--- src/rtl/tone_duty_mod.sv ---
module tone_duty_mod #(
  parameter int CAR_TOP = 499,
  parameter int TW      = 16,
  parameter int CW      = $clog2(CAR_TOP + 1)
) (
  input  logic          clk,
  input  logic          rst_n,
  input  logic [TW-1:0] tone_top,
  input  logic [TW-1:0] tone_cmp,
  input  logic [CW-1:0] level_a,
  input  logic [CW-1:0] level_b,
  input  logic          harm_en,
  output logic          pwm_out
);

  logic [CW-1:0] car_cnt;
  logic [CW-1:0] level_q;
  logic [TW-1:0] tcnt;
  logic          pick_b;

  wire car_wrap  = car_cnt >= CW'(CAR_TOP);
  wire tone_wrap = tcnt >= tone_top;
  wire cmp_hit   = (tcnt == tone_cmp) && !tone_wrap;
  wire [CW-1:0] next_level = (harm_en && pick_b) ? level_b : level_a;

  always_ff @(posedge clk or negedge rst_n) begin
    if (!rst_n) begin
      car_cnt <= '0;
      tcnt    <= '0;
      level_q <= '0;
      pick_b  <= 1'b1;
    end else begin
      car_cnt <= car_wrap ? '0 : car_cnt + CW'(1);
      if (tone_wrap) begin
        tcnt    <= '0;
        level_q <= next_level;
        pick_b  <= ~pick_b;
      end else begin
        tcnt <= tcnt + TW'(1);
        if (cmp_hit) level_q <= '0;
      end
    end
  end

  assign pwm_out = car_cnt < level_q;

endmodule


--- config.mk ---
export PLATFORM = sky130hd
export DESIGN_NAME = tone_duty_mod
export DESIGN_NICKNAME = d
export VERILOG_FILES = /design/src/rtl/tone_duty_mod.sv
export SDC_FILE = /design/constraint.sdc
export NUM_CORES = 1
export LEC_CHECK = 0
export ABC_AREA = 1
export BUFFER_PORTS_ARGS = -buffer_cell sky130_fd_sc_hd__buf_4
export CAP_MARGIN = 15
export CELL_PAD_IN_SITES_DETAIL_PLACEMENT = 1
export CELL_PAD_IN_SITES_GLOBAL_PLACEMENT = 1
export CORE_ASPECT_RATIO = 0.8
export CORE_MARGIN = 4
export CORE_UTILIZATION = 43
export CTS_CLUSTER_DIAMETER = 100
export DETAILED_ROUTE_END_ITERATION = 7
export GPL_ROUTABILITY_DRIVEN = 0
export PLACE_DENSITY_LB_ADDON = 0.1
export SKIP_LAST_GASP = 1
export SYNTH_ARGS = -nofsm -noshare
export SYNTH_HDL_FRONTEND = slang
export SYNTH_SLANG_ARGS = --single-unit
export TNS_END_PERCENT = 1
--- constraint.sdc ---
create_clock -name clk -period 2.6 [get_ports clk]
set_input_delay 0.52 -clock clk [delete_from_list [all_inputs] [get_ports clk]]
set_output_delay 0.52 -clock clk [all_outputs]
set_load 0.01 [all_outputs]
# Word level (Yosys, flattened, before mapping)
# Cells that the tools add are included.
word_totals:
  regBits: 35
  in_bits: 53
  elab_cells: 20
classes:
  n_addsub: 2
  order_cmp: 3
  n_eq_ne: 1
  muxes: 5
  bitwise: 1
  n_reduce_logical: 4
ops:
  columns: ["cell", "n"]
  rows:
  - ["two-way mux 9 bit", 4]
  - ["adder 16 x 1 -> 16 bit, second input constant", 1]
  - ["== test 16 bit", 1]
  - ["greater-or-equal comparator 16 bit", 1]
  - ["two-way mux 16 bit", 1]
  - ["adder 9 x 1 -> 9 bit, second input constant", 1]
  - ["greater-or-equal comparator 9 bit, second input constant", 1]
  - ["< comparator 9 bit", 1]
  - ["logical AND 1 bit", 2]
  - ["nonzero test 2 bit", 1]
  - ["logical NOT 1 bit", 1]
  - ["NOT 1 bit", 1]

# Longest topological paths before layout
logic_depth:
  word_depth: 5
  mapped_depth: 14
  mapped_depth_nobuf: 13

# Worst setup path after synthesis
# OpenSTA, ideal clock, no wires.
synth_timing:
  path_type: "register -> output"
  startpoint: "reg car_cnt[2]"
  endpoint: "out pwm_out"
  arrival_ns: 1.311
  required_time_ns: 2.080
  path_slack_ns: 0.769
  path_stages_with_launch: 5
  n_path_buf: 0
  path_cell_list: "dfrtp_1 ha_1 a21oi_1 o21ai_0 a221oi_1"
synth_between:
  elab_chain_len: 1
synth_lines:
  columns: ["element", "line", "rtl"]
  rows:
  - ["start: declaration", "16", "logic [CW-1:0] car_cnt;"]
  - ["start signal: assignment", "33", "car_cnt <= car_wrap ? '0 : car_cnt + CW'(1);"]
  - ["< comparator 9 bit", "45", "assign pwm_out = car_cnt < level_q;"]
  - ["end: declaration", "13", "output logic pwm_out"]
# No other way between the ends.

# Final worst setup path
# Same ends and word-level chain as after synthesis.

==> summary.md <==
| Metric | Value |
|---|---|
| Post-synth EDFFs | `0` |
| Unrepaired setup endpoints after global routing | `no` |
| Status | `complete, no violations` |
| Req. time, crit path | `2.08 ns` |
| CP Data Arrival Time | `1.77 ns` |
| Ys Warns | `0` |
| Mapped Area | `2590 sq um` |
| Layout cells sized above 1 | `21.5%` |
| Max-cap viol count | `0` |
| Yosys cell types | `27` |
| DRT Pass-1 Iters | `4` |
| Largest net degree at the start of global routing | `36` |
| Clk_lat worst skew | `0.28 ns` |
| Hold Vio Cnt, Final | `0` |
| Synth cell count leaders | `nand2_1 (83), inv_1 (59), nor2_1 (48)` |
| Worst-Margin Slew | `0.494 ns` |
| Async set or reset register ratio after synthesis | `100%` |
| CP Class | `flop to primary output` |
| Period utilisation layout | `88.0%` |
| Die area | `7340 sq um` |
| CP max stage cell | `dfrtp_1` |
| Root Buffer | `clkbuf_8` |
| H-tree depth | `2` |
| Vias in the first global route | `2666` |
| Die height | `77.4 um` |
| Worst hold path type | `input port to async pin` |
| Fmax achieved | `437 MHz` |
| Min Hold Slack | `0.188 ns` |
| CTS clk-pin slew, worst paths | `0.07 ns` |
| Post-synth top area share | `32.9%` |
| Pleak | `0.00174 uW` |
| Tot GR Track Use | `20.2%` |
| IO buf count | `53` |
| Max-slew violations | `0` |
| Number of setup buffers added after CTS | `0` |
| Clock sinks | `35` |
| Final Non-Filler Cells | `482` |
| Crit start category | `flop` |
| Initial antenna violation count | `0` |
| HPWL Detailed | `5.33 mm` |
| 1st-iter DRT viols | `90` |
| Power Dens Cells | `661 nW/um^2` |
| CP max FO | `5` |
| # DRC | `0` |
| Minimum clock period after layout | `2.29 ns` |
| Resized cells post-CTS | `0` |
| Rows | `24` |
| Wirelength per Cell | `13.9 um` |
| Remaining global-route overflow | `0` |
| CTS max path bufs | `2` |
| Layout area overhead | `22.0%` |
| IO Pins | `54` |
| Via count | `2430` |
| # nets final | `483` |
| Post-Syn Area per Cell | `7.46 sq um` |
| Slowest stage delay, CP | `0.44 ns` |
| Final WL | `6.69 mm` |
| Setup Skew | `0.00526 ns` |
| CTS Hold Bufs | `0` |
| Synth top area cells | `dfrtp_1 (33%), ha_1 (13%), nand2_1 (12%)` |
| Post-Synthesis Cells | `347` |
| Post-Syn Nets | `426` |
| Core area | `5650 sq um` |
| Vias/cell | `5.04` |
| Die X | `94.8 um` |
| Synth Flop Type | `dfrtp_1` |
| Initial Util | `45.9%` |
| Final setup vio count | `0` |
| Worst vdd ir | `0.365 mV` |
| Num CTS Buffers | `5` |
| Global-route wire length before repair | `11.9 mm` |
| CP cell instances | `ha_1 > a21oi_1 > o21ai_0 > a221oi_1 > buf_4` |
| Setup TNS | `0 ns` |
| ANT nets after route | `0` |
| Slew HR | `67.0%` |
| Sequential share of the synthesized area | `33.9%` |
| Antenna Diode Count | `0` |
| Post-synth top area cell | `dfrtp_1` |
| Post-synthesis register bit count | `35` |
| Placed cell count | `475` |
| Count leader, synth | `nand2_1` |
| Crit. End Element | `primary output` |
| CTS tree | `yes` |
-- registers in the layout, summed over array words and instances, names as in the netlist --
signal / cells
tcnt: 16
car_cnt: 9
level_q: 9
pick_b: 1
-- placed cells by master, fill, tap and decap left out --
| master | n |
|---|---|
| dfstp_2 | 1 |
| mux2_2 | 9 |
| nor3_4 | 1 |
| clkbuf_8 | 6 |
| nor2_2 | 2 |
| o21ai_0 | 9 |
| a21oi_2 | 1 |
| ha_1 | 26 |
| o21ai_1 | 3 |
| nand4_1 | 13 |
| nand3_2 | 2 |
| nand2_1 | 83 |
| dfrtp_1 | 34 |
| nor3b_2 | 1 |
| nor3_2 | 3 |
| and2_4 | 1 |
| a21oi_1 | 14 |
| xor2_1 | 14 |
| nand3_1 | 5 |
| nand2_2 | 4 |
| o21a_1 | 1 |
| buf_4 | 55 |
| a31oi_1 | 1 |
| inv_1 | 59 |
| nor3_1 | 6 |
| a221oi_1 | 1 |
| clkinv_2 | 1 |
| nor2_1 | 48 |
-- power by group --
group	internal (uW)	switching, uW	total [uW]
clock	208	196	404
sequential	691	160	850
combinational	382	453	835
total	1280	809	2090
-- stage by stage --
stage	cell area (sq um)	util, %	worst slack, ns	power, uW
after floorplan	2590	-	0.769	1410
after global placement	3070	54.4	0.588	1640
after detailed placement	3070	54.4	0.519	1700
after CTS	3160	56.0	0.296	2120
after global routing	3160	56.0	0.133	2300
final	3160	56.0	0.312	2090
-- cell families after synthesis --
kind of cell               after synthesis  synth area share [%]
buffers and inverters                   64                  9.61
xor gates and xnor gates                14                  4.73
DFF                                     35                  33.9
and+or+nand+nor                        169                  29.1
adders and majority gates               26                  12.6
AOI/OAI and AO/OA                       30                  6.23
muxes                                    9                  3.91
-- area by class of cell --
type                    instances  area (sq um)
repair buffers                 55           413
clock buffers                   6          82.6
well taps                      78          97.6
inverters                      59           221
fillers                       749          2480
flip-flops and latches         35           877
clock inverters                 1          5.00
multi-input cells             248          1460
-- metal layers --
layer / track usage, % / vias up / wire, um
met5: 0 / - / 0
met4: 5.48 / 0 / 82
met2: 34.8 / 45 / 3220
met3: 3.00 / 9 / 243
li1: - / 1212 / -
met1: 26.2 / 1164 / 3140
-- worst max-delay path: cells and delay by family (launching register included) --
kind                       cells  cell delay (ns)
DFF                            1             0.44
buffers and inverters          1             0.17
AOI/OAI and AO/OA              3             0.53
adders and majority gates      1             0.35
-- final timing paths --
kind,startpoint,to,slack [ns],depth (start not counted)
max,car_cnt[2],pwm_out,0.31,5
min reg2reg,pick_b,pick_b,0.51,2
min,rst_n,car_cnt[6],0.19,1
min in group clk,pick_b,pick_b,0.51,2
max in group asynchronous,rst_n,pick_b,2.06,1
max reg2reg,tcnt[2],level_q[0],0.63,11
Note: power is estimated with default switching activity, not from simulation.
